File: src/rtl/isa_pkg.sv
package isa_pkg;

    typedef enum logic [1:0] {
        CMD_IDLE,
        CMD_READ,
        CMD_WR_WAIT,
        CMD_WR_DONE
    } cmd_state_t;

    typedef enum logic [1:0] {
        DRQ_OFF,
        DRQ_ON,
        DRQ_ARMED
    } drq_state_t;

endpackage

File: src/rtl/isa_sync.sv
module isa_sync #(
    parameter int                 WIDTH   = 5,
    parameter int                 STAGES  = 2,
    parameter logic [WIDTH-1:0]   RST_VAL = '0
) (
    input  logic             clk,
    input  logic             rst,
    input  logic [WIDTH-1:0] d,
    output logic [WIDTH-1:0] q
);

    logic [WIDTH-1:0] chain [STAGES];

    for (genvar g = 0; g < STAGES; g++) begin : g_stage
        if (g == 0) begin : g_first
            always_ff @(posedge clk or posedge rst) begin
                if (rst) chain[0] <= RST_VAL;
                else     chain[0] <= d;
            end
        end else begin : g_next
            always_ff @(posedge clk or posedge rst) begin
                if (rst) chain[g] <= RST_VAL;
                else     chain[g] <= chain[g-1];
            end
        end
    end

    assign q = chain[STAGES-1];

endmodule

File: src/rtl/isa_cmd_fsm.sv
module isa_cmd_fsm
    import isa_pkg::*;
#(
    parameter int ADDR_W = 11,
    parameter int DATA_W = 8
) (
    input  logic              clk,
    input  logic              rst,
    input  logic              ior_fall,
    input  logic              iow_fall,
    input  logic              ior_s,
    input  logic              iow_s,
    input  logic              dack_s,
    input  logic              io_hit,
    input  logic              tc_active,
    input  logic              fn_ready,
    input  logic [ADDR_W-1:0] addr_in,
    input  logic [DATA_W-1:0] data_in,
    output logic              rd_busy,
    output logic              wr_wait,
    output logic              rd_pulse,
    output logic              wr_pulse,
    output logic              dma_flag,
    output logic [ADDR_W-1:0] addr_q,
    output logic [DATA_W-1:0] wdata_q,
    output logic              tc_pulse
);

    cmd_state_t state_q, state_d;
    logic dma_now;
    logic rd_take;
    logic wr_take;
    logic wr_fire;

    assign dma_now = ~dack_s;
    assign rd_take = ior_fall & (dma_now | io_hit);
    assign wr_take = ~rd_take & iow_fall & (dma_now | io_hit);
    assign wr_fire = (state_q == CMD_WR_WAIT) & ~iow_s & fn_ready;

    always_ff @(posedge clk or posedge rst) begin
        if (rst) state_q <= CMD_IDLE;
        else     state_q <= state_d;
    end

    always_comb begin
        state_d = state_q;
        unique case (state_q)
            CMD_IDLE: begin
                if (rd_take)      state_d = CMD_READ;
                else if (wr_take) state_d = CMD_WR_WAIT;
            end
            CMD_READ: begin
                if (ior_s) state_d = CMD_IDLE;
            end
            CMD_WR_WAIT: begin
                if (iow_s)         state_d = CMD_IDLE;
                else if (fn_ready) state_d = CMD_WR_DONE;
            end
            CMD_WR_DONE: begin
                if (iow_s) state_d = CMD_IDLE;
            end
            default: state_d = CMD_IDLE;
        endcase
    end

    always_ff @(posedge clk or posedge rst) begin
        if (rst) begin
            rd_pulse <= 1'b0;
            wr_pulse <= 1'b0;
            tc_pulse <= 1'b0;
            dma_flag <= 1'b0;
            addr_q   <= '0;
            wdata_q  <= '0;
        end else begin
            rd_pulse <= (state_q == CMD_IDLE) & rd_take;
            wr_pulse <= wr_fire;
            tc_pulse <= (state_q == CMD_IDLE) & (rd_take | wr_take) & dma_now & tc_active;
            if ((state_q == CMD_IDLE) && (rd_take || wr_take)) begin
                dma_flag <= dma_now;
                if (!dma_now) addr_q <= addr_in;
            end
            if (wr_fire) wdata_q <= data_in;
        end
    end

    assign rd_busy = (state_q == CMD_READ);
    assign wr_wait = (state_q == CMD_WR_WAIT);

endmodule

File: src/rtl/isa_drq_fsm.sv
module isa_drq_fsm
    import isa_pkg::*;
(
    input  logic clk,
    input  logic rst,
    input  logic dma_req,
    input  logic last_byte,
    input  logic dack_s,
    input  logic dack_fall,
    input  logic ior_fall,
    output logic drq
);

    drq_state_t state_q, state_d;
    logic clear_evt;

    assign clear_evt = dack_fall | (ior_fall & ~dack_s);

    always_ff @(posedge clk or posedge rst) begin
        if (rst) state_q <= DRQ_OFF;
        else     state_q <= state_d;
    end

    always_comb begin
        state_d = state_q;
        unique case (state_q)
            DRQ_OFF: begin
                if (dma_req) state_d = DRQ_ON;
            end
            DRQ_ON: begin
                if (last_byte) state_d = DRQ_ARMED;
            end
            DRQ_ARMED: begin
                if (clear_evt) state_d = DRQ_OFF;
            end
            default: state_d = DRQ_OFF;
        endcase
    end

    always_ff @(posedge clk or posedge rst) begin
        if (rst) drq <= 1'b0;
        else     drq <= (state_d != DRQ_OFF);
    end

endmodule

File: src/rtl/isa_bus_slave.sv
module isa_bus_slave #(
    parameter int                ADDR_W      = 11,
    parameter int                DATA_W      = 8,
    parameter int                WIN_BITS    = 3,
    parameter int                SYNC_STAGES = 2,
    parameter logic [ADDR_W-1:0] BASE_ADDR   = 11'h3F8
) (
    input  logic              clk,
    input  logic              rst,
    input  logic              cs_n,
    input  logic              aen,
    input  logic              ior_n,
    input  logic              iow_n,
    input  logic [ADDR_W-1:0] addr,
    input  logic [DATA_W-1:0] bus_wr_data,
    output logic [DATA_W-1:0] bus_rd_data,
    output logic              bus_oe,
    output logic              iochrdy_low,
    input  logic              dack_n,
    input  logic              tc,
    input  logic              ps2_mode,
    output logic              drq,
    input  logic              fn_ready,
    input  logic [DATA_W-1:0] fn_rdata,
    input  logic              fn_dma_req,
    input  logic              fn_last_byte,
    output logic              fn_rd,
    output logic              fn_wr,
    output logic              fn_dma,
    output logic [ADDR_W-1:0] fn_addr,
    output logic [DATA_W-1:0] fn_wdata,
    output logic              fn_tc_done
);

    localparam int TAG_W = ADDR_W - WIN_BITS;
    localparam int NSYNC = 5;
    localparam logic [NSYNC-1:0] SYNC_IDLE = 5'b00111;

    logic [NSYNC-1:0] raw_v, sync_v;
    logic ior_s, iow_s, dack_s, aen_s, tc_s;
    logic ior_p, iow_p, dack_p;
    logic ior_fall, iow_fall, dack_fall;
    logic io_hit, tc_active;
    logic rd_busy, wr_wait;

    assign raw_v = {tc, aen, dack_n, iow_n, ior_n};

    isa_sync #(
        .WIDTH  (NSYNC),
        .STAGES (SYNC_STAGES),
        .RST_VAL(SYNC_IDLE)
    ) u_sync (
        .clk(clk),
        .rst(rst),
        .d  (raw_v),
        .q  (sync_v)
    );

    assign ior_s  = sync_v[0];
    assign iow_s  = sync_v[1];
    assign dack_s = sync_v[2];
    assign aen_s  = sync_v[3];
    assign tc_s   = sync_v[4];

    always_ff @(posedge clk or posedge rst) begin
        if (rst) begin
            ior_p  <= 1'b1;
            iow_p  <= 1'b1;
            dack_p <= 1'b1;
        end else begin
            ior_p  <= ior_s;
            iow_p  <= iow_s;
            dack_p <= dack_s;
        end
    end

    assign ior_fall  = ior_p  & ~ior_s;
    assign iow_fall  = iow_p  & ~iow_s;
    assign dack_fall = dack_p & ~dack_s;

    assign io_hit = ~cs_n & ~aen_s & dack_s
                  & (addr[ADDR_W-1:WIN_BITS] == BASE_ADDR[ADDR_W-1:WIN_BITS]);
    assign tc_active = ps2_mode ? ~tc_s : tc_s;

    isa_cmd_fsm #(
        .ADDR_W(ADDR_W),
        .DATA_W(DATA_W)
    ) u_cmd (
        .clk      (clk),
        .rst      (rst),
        .ior_fall (ior_fall),
        .iow_fall (iow_fall),
        .ior_s    (ior_s),
        .iow_s    (iow_s),
        .dack_s   (dack_s),
        .io_hit   (io_hit),
        .tc_active(tc_active),
        .fn_ready (fn_ready),
        .addr_in  (addr),
        .data_in  (bus_wr_data),
        .rd_busy  (rd_busy),
        .wr_wait  (wr_wait),
        .rd_pulse (fn_rd),
        .wr_pulse (fn_wr),
        .dma_flag (fn_dma),
        .addr_q   (fn_addr),
        .wdata_q  (fn_wdata),
        .tc_pulse (fn_tc_done)
    );

    isa_drq_fsm u_drq (
        .clk      (clk),
        .rst      (rst),
        .dma_req  (fn_dma_req),
        .last_byte(fn_last_byte),
        .dack_s   (dack_s),
        .dack_fall(dack_fall),
        .ior_fall (ior_fall),
        .drq      (drq)
    );

    assign bus_oe      = rd_busy;
    assign bus_rd_data = rd_busy ? fn_rdata : '0;
    assign iochrdy_low = (rd_busy | wr_wait) & ~fn_ready;

endmodule

File: config.mk
export PLATFORM = sky130hd
export DESIGN_NAME = isa_bus_slave
export DESIGN_NICKNAME = d
export VERILOG_FILES = /design/src/rtl/isa_pkg.sv /design/src/rtl/isa_sync.sv /design/src/rtl/isa_cmd_fsm.sv /design/src/rtl/isa_drq_fsm.sv /design/src/rtl/isa_bus_slave.sv
export SDC_FILE = /design/constraint.sdc
export NUM_CORES = 1
export LEC_CHECK = 0
export CAP_MARGIN = 20
export CELL_PAD_IN_SITES_DETAIL_PLACEMENT = 0
export CELL_PAD_IN_SITES_GLOBAL_PLACEMENT = 1
export CORE_ASPECT_RATIO = 2
export CORE_UTILIZATION = 31
export CTS_CLUSTER_SIZE = 12
export DETAILED_ROUTE_END_ITERATION = 8
export PLACE_DENSITY = 0.83
export SLEW_MARGIN = 10
export SYNTH_ARGS = -nofsm -noshare
export SYNTH_HDL_FRONTEND = slang
export SYNTH_SLANG_ARGS = --single-unit
File: constraint.sdc
create_clock -name clk -period 1.95 [get_ports clk]
set_input_delay 0.39 -clock clk [delete_from_list [all_inputs] [get_ports clk]]
set_output_delay 0.39 -clock clk [all_outputs]
set_load 0.02 [all_outputs]
==> flow_summary_export.csv, run 1 <==
group,metric,value,unit
critical_path,cp.required,2.11,ns
yosys,yosys.area.top_type_share,49.12,%
timing,rsz0062_at_grt,"false",
yosys,synth-seq-cells,41,
global_routing,grt_util_met1,13.75,%
clocking,cts_tree,"yes",
global_routing,top_usage_layer,"met2",
clocking,clk_path_buf_depth,2,
global_routing,grt_pass1_vias,1224,
drt,drcViolationCount,0,
drt,routed_wl,3.408,mm
yosys,async_flop_share,100.0,%
drt,vias,1220,
clocking,clock_latency,0.29,ns
timing,slew_headroom,75.82,%
drt,vias_per_cell,4.519,
global_routing,grtUsageMet2,22.86,%
drt,routedWlPerCell,12.62,microns
power_and_ir_drop,finalPower,2.670,mW
yosys,synth_area_leader_cell,"dfrtp_1",
final_layout,final_cell_mix,"clkdlybuf4s50_1 (62), dfrtp_1 (32), buf_4 (13), mux2_2 (11)",
flow_run,cap_violations,0,
critical_path,worstPathArrival,2.06,ns
yosys,synth_area_leaders,"dfrtp_1 (49%), dfstp_2 (15%), mux2_2 (7.6%), ha_1 (3.8%), nand2b_1 (3.8%)",
place,port_buffers,72,
critical_path,rr_startpoint,"iow_p$_DFF_PP1_",
die,row_count,37,
place,post-place-cells,263,
critical_path,worstSetupEndpointType,"register",
timing,timing.final.crit_period,1.894,ns
final_layout,drive_above_1_share,21.70,%
clocking,cts_num_sinks,41,
die,die_w,53.28,microns
die,die_area,5571,sq um
die,coreArea,5092,sq um
yosys,synth_nets,164,
die,die_y,104.6,microns
critical_path,path_max_fanout,2,
timing,whs,0.3517,ns
final_layout,fin_area,2619,sq um
final_layout,nets,256,
yosys,yosysSeqAreaShare,63.62,%
timing,fin_worst_skew,0.01291,ns
global_routing,grt_antenna_before_repair,0,
critical_path,worstSetupPathType,"in2reg",
place,placed_cell_area,2537,sq um
global_routing,track_usage,13.09,%
yosys,ys.warnings.count,0,
drt,dr.pass1.iters,4,
global_routing,grt_overflow,0,
clocking,root_buffer,"clkbuf_8",
yosys,synth_edf_count,0,
drt,antenna_left,0,
yosys,syn_inst,120,
final_layout,final_common_cell,"clkdlybuf4s50_1",
clocking,cts_buffers,5,
critical_path,cp-start-kind,"input pin",
run_status,status,"completed",
yosys,synthFlopType,"dfrtp_1",
yosys,post_synth.cell_area_avg,13.59,sq um
die,io_pins,73,
global_routing,grt_first_pass_wirelength,5.264,mm
timing,hold_viol,0,
power_and_ir_drop,ir_worst_vdd,0.0005851,V
final_layout,synthToLayoutAreaGrowth,60.63,%
timing,slew_viol_final,0,
yosys,synth_cell_types,32,
timing,worst_slew_pin_slew,0.3597,ns
timing,fin_crit_sh,97.13,%
drt,drt_iter0_drc,16,
clocking,clkSlewWorstSetupHoldPaths,0.08,ns
timing,setup_viol,0,
final_layout,instances_no_fill,270,
timing,fmax,528.0,MHz
place,dpl.hpwl,2.570,mm
hold_path,hp-class,"reg2reg",
power_and_ir_drop,leakagePower,1.205,nW
yosys,synth_area,1630,sq um
timing,setup_tns,0,ns
global_routing,grt_max_degree,42,
place,gp_congestion,0.6856,
clocking,h-tree-depth,2,
power_and_ir_drop,power_density,1020,nW/um^2
final_layout,antenna_cells,0,
hold_path,hold_start,"u_sync.chain[9]$_DFF_PP0_",
critical_path,startpoint,"cs_n",
global_routing,met3_usage,2.620,%
die,start_util,32.01,%
[synthesized netlist by cell type, types with 2 or more instances]
cell type   n
a31oi_1     2
o21ai_0     2
and2_1      9
dfstp_2     9
a21oi_1     2
nor3_1      2
ha_1        5
inv_1       6
nor2_1      5
nor2b_1     4
nand2_1     3
nand2b_1   10
dfrtp_1    32
mux2_2     11
[flip-flops by register name, summed over array words and instances (netlist names)]
name	cells
u_drq.drq	1
u_cmd.wr_pulse	1
u_cmd.rd_pulse	1
u_cmd.wdata_q	8
u_cmd.addr_q	11
dack_p	1
u_cmd.dma_flag	1
ior_p	1
u_sync.chain	5
u_sync.q	5
u_drq.state_q	2
iow_p	1
u_cmd.tc_pulse	1
u_cmd.state_q	2
[critical path, stage by stage]
cell and delay, ns:
clkdlybuf4s50_1 0.39, or2_4 0.23, a2111o_1 0.42, a311oi_4 0.30, mux2_4 0.33
[worst paths after layout]
| path | to | slack [ns] | depth (start not counted) |
|---|---|---|---|
| max reg2reg | u_cmd.state_q[1]$_DFFE_PP0P_ | 0.11 | 4 |
| min | u_sync.q[4]$_DFF_PP0_ | 0.35 | 0 |
| max in group asynchronous | u_sync.chain[7]$_DFF_PP1_ | 1.23 | 3 |
| min in group asynchronous | u_cmd.wdata_q[3]$_DFFE_PP0P_ | 0.45 | 3 |
| max | u_cmd.state_q[1]$_DFFE_PP0P_ | 0.06 | 5 |
| min reg2reg | u_sync.q[4]$_DFF_PP0_ | 0.35 | 0 |
[cell type report]
class,count,area (sq um)
multi-input combinational,72,579.3
clock inverter,1,8.758
fill,460,2474
timing repair buffer,86,825.8
inverter,6,22.52
sequential,41,1037
clock buffer,6,72.57
tap,58,72.57
[stage by stage]
stage	utilization [%]	worst slack, ns
5_1_grt	51.43	0.01789
4_1_cts	51.43	0.04097
2_1_floorplan	-	0.1781
6_report	51.43	0.05604
3_5_place_dp	49.83	-0.2367
3_3_place_gp	49.83	-0.2185
[per-layer routing]
layer | vias to the layer above | share of wire [%]
met5 | - | 0
met4 | 0 | 1.1
met3 | 4 | 6.6
met2 | 52 | 56
met1 | 580 | 36
li1 | 584 | -
[kinds of logic (layout without fill, tap and decap cells)]
group,Yosys count,count (layout),share of synthesized area [%]
buffers and inverters,7,99,1.611
AOI/OAI and AO/OA,14,14,7.292
xor gates and xnor gates,1,1,0.5373
muxes,13,13,9.133
DFF,41,41,63.62
adders and majority gates,5,5,3.837
and+or+nand+nor,39,39,13.97
[power breakdown]
| group | switching (mW) | internal [mW] |
|---|---|---|
| Clock | 0.277 | 0.248 |
| Combinational | 0.474 | 0.576 |
| Sequential | 0.0805 | 1.01 |
[what timing repair did]
item,in CTS,in global routing
setup endpoints to repair,10,0
endpoints found under the hold margin,0,0
hold buffers,0,0
buffers inserted,0,0
gates resized for setup,12,0
No activity file was read; power rests on OpenSTA's default activity.
==> run 2, diff against run 1 <==
--- a/config.mk
+++ b/config.mk
@@ -6,13 +6,11 @@
 export NUM_CORES = 1
 export LEC_CHECK = 0
 export CAP_MARGIN = 20
-export CELL_PAD_IN_SITES_DETAIL_PLACEMENT = 0
-export CELL_PAD_IN_SITES_GLOBAL_PLACEMENT = 1
 export CORE_ASPECT_RATIO = 2
-export CORE_UTILIZATION = 31
+export CORE_UTILIZATION = 41
 export CTS_CLUSTER_SIZE = 12
 export DETAILED_ROUTE_END_ITERATION = 8
-export PLACE_DENSITY = 0.83
+export PLACE_DENSITY = 0.84
 export SLEW_MARGIN = 10
 export SYNTH_ARGS = -nofsm -noshare
 export SYNTH_HDL_FRONTEND = slang
==> flow_summary_export.csv, run 2 (synthesized netlist as in run 1, its figures left out) <==
group,metric,value,unit
power_and_ir_drop,leakagePower,1.206,nW
final_layout,final_common_cell,"clkdlybuf4s50_1",
place,gp_congestion,0.7670,
clocking,cts_buffers,5,
final_layout,largest_reg_flops,11,
clocking,clkSlewWorstSetupHoldPaths,0.08,ns
drt,routed_wl,3.478,mm
drt,antenna_left,0,
global_routing,track_usage,19.13,%
die,row_count,32,
critical_path,cp.required,2.14,ns
final_layout,largest_registers,"u_cmd.addr_q: 11 flops, u_cmd.wdata_q: 8 flops",
timing,timing.final.crit_period,1.874,ns
die,start_util,42.42,%
run_status,status,"completed",
drt,routedWlPerCell,13.38,microns
die,die_area,4248,sq um
timing,fin_worst_skew,0.009589,ns
drt,vias,1239,
critical_path,worstSetupPathType,"in2reg",
drt,dr.pass1.iters,4,
global_routing,grt_antenna_before_repair,0,
final_layout,nets,252,
critical_path,cp_slowest_cell,"a2111o_1",
die,io_pins,73,
timing,fmax,533.6,MHz
power_and_ir_drop,finalPower,2.638,mW
timing,slew_headroom,67.17,%
power_and_ir_drop,power_density,1035,nW/um^2
hold_path,hp-class,"reg2reg",
timing,fin_crit_sh,96.10,%
global_routing,grt_pass1_vias,1356,
clocking,root_buffer,"clkbuf_8",
place,dpl.hpwl,2.694,mm
place,pre_cts_ws,-0.2837,ns
final_layout,drive_above_1_share,25.84,%
final_layout,fill_cells,321,
global_routing,grt_overflow,0,
critical_path,worstPathCellList,"clkdlybuf4s50_1 > nand4b_1 > a2111o_1 > a311oi_4 > mux2_4",
critical_path,critPathBufInv,1,
timing,slew_viol_final,0,
clocking,cts_num_sinks,41,
final_layout,synthToLayoutAreaGrowth,56.33,%
die,coreArea,3844,sq um
final_layout,antenna_cells,0,
global_routing,grt_max_degree,42,
drt,vias_per_cell,4.765,
place,port_buffers,72,
clocking,clk_path_buf_depth,2,
power_and_ir_drop,ir_worst_vdd,0.0006898,V
critical_path,path_max_fanout,2,
timing,worst_slew_pin_slew,0.4924,ns
final_layout,final_cell_mix,"clkdlybuf4s50_1 (57), dfrtp_1 (32), mux2_2 (11), buf_4 (10)",
drt,drcViolationCount,0,
die,die_w,46.59,microns
critical_path,cp_top_family,"compound AO/OA/AOI/OAI gates",
clocking,h-tree-depth,2,
critical_path,max_stage_delay,0.41,ns
critical_path,worstPathArrival,2.06,ns
critical_path,cp-start-kind,"input pin",
final_layout,largest_register,"u_cmd.addr_q",
drt,drt_iter0_drc,17,
die,die_y,91.18,microns
flow_run,cap_violations,0,
global_routing,grt_first_pass_wirelength,5.768,mm
critical_path,worstSetupEndpointType,"register",
timing,setup_viol,0,
timing,setup_slack,0.07598,ns
clocking,clock_latency,0.30,ns
clocking,cts_tree,"yes",
timing,hold_viol,0,
==> run 2: worst reg2reg max path, cell delays in order (launching register included) <==
cell and delay [ns]:
dfstp_2 0.54, nand2b_1 0.11, a2111o_1 0.43, a311oi_4 0.36, mux2_4 0.33
==> run 2: routing by layer <==
layer  global-route usage, %  routed length [microns]  part of all wire, %  vias up
li1                        -                        -                    -      578
met1                   18.73                     1183                   34      597
met2                   33.56                     1966                   57       56
met3                   4.970                      236                  6.8        8
met4                   9.804                       91                  2.6        0
met5                       0                        0                    0        -
==> run 2: cell type report <==
type | instances | area, sq um | area share, %
Inverter | 6 | 22.52 | 0.8837
Clock inverter | 3 | 17.52 | 0.6873
Sequential cell | 41 | 1037 | 40.70
Tap cell | 51 | 63.81 | 2.504
Multi-Input combinational cell | 72 | 576.8 | 22.63
Timing Repair Buffer | 82 | 762.0 | 29.90
Clock buffer | 5 | 68.82 | 2.700
==> run 2: per-stage QoR <==
| step | util [%] | area [sq um] | hold slack, ns | setup TNS [ns] | cells |
|---|---|---|---|---|---|
| after global placement | 64.49 | 2479 | 0.3357 | -0.5554 | 251 |
| after CTS | 66.50 | 2556 | 0.3496 | 0 | 259 |
| final | 66.31 | 2549 | 0.3433 | 0 | 260 |
| after floorplan | - | 1630 | 0.3312 | 0 | 120 |
| after global routing | 66.31 | 2549 | 0.3655 | -0.01592 | 260 |
| after detailed placement | 64.49 | 2479 | 0.3386 | -0.9372 | 251 |
==> run 2: power by group <==
group	switching [mW]	internal (mW)	total (mW)
clock network	0.286	0.247	0.533
registers	0.0837	1.01	1.10
logic	0.471	0.536	1.01
total	0.841	1.80	2.64
==> run 2: final timing paths <==
check / slack, ns / to / startpoint / depth (start not counted)
worst max-delay path: 0.08 / u_cmd.state_q[1]$_DFFE_PP0P_ / addr[10] / 5
worst min-delay path: 0.34 / u_sync.q[3]$_DFF_PP0_ / u_sync.chain[8]$_DFF_PP0_ / 0
worst max register to register: 0.08 / u_cmd.state_q[1]$_DFFE_PP0P_ / ior_p$_DFF_PP1_ / 4
worst min register to register: 0.34 / u_sync.q[3]$_DFF_PP0_ / u_sync.chain[8]$_DFF_PP0_ / 0
max in group asynchronous: 1.07 / u_sync.chain[6]$_DFF_PP1_ / rst / 3
min in group asynchronous: 0.50 / u_cmd.tc_pulse$_DFF_PP0_ / rst / 3
==> run 2: repair_timing <==
action,4_1_cts,5_1_grt
resized for setup,12,24
setup buffers,0,1
cloned,0,0
pin swaps,0,4
hold buffers,0,0
setup endpoints to repair,10,12
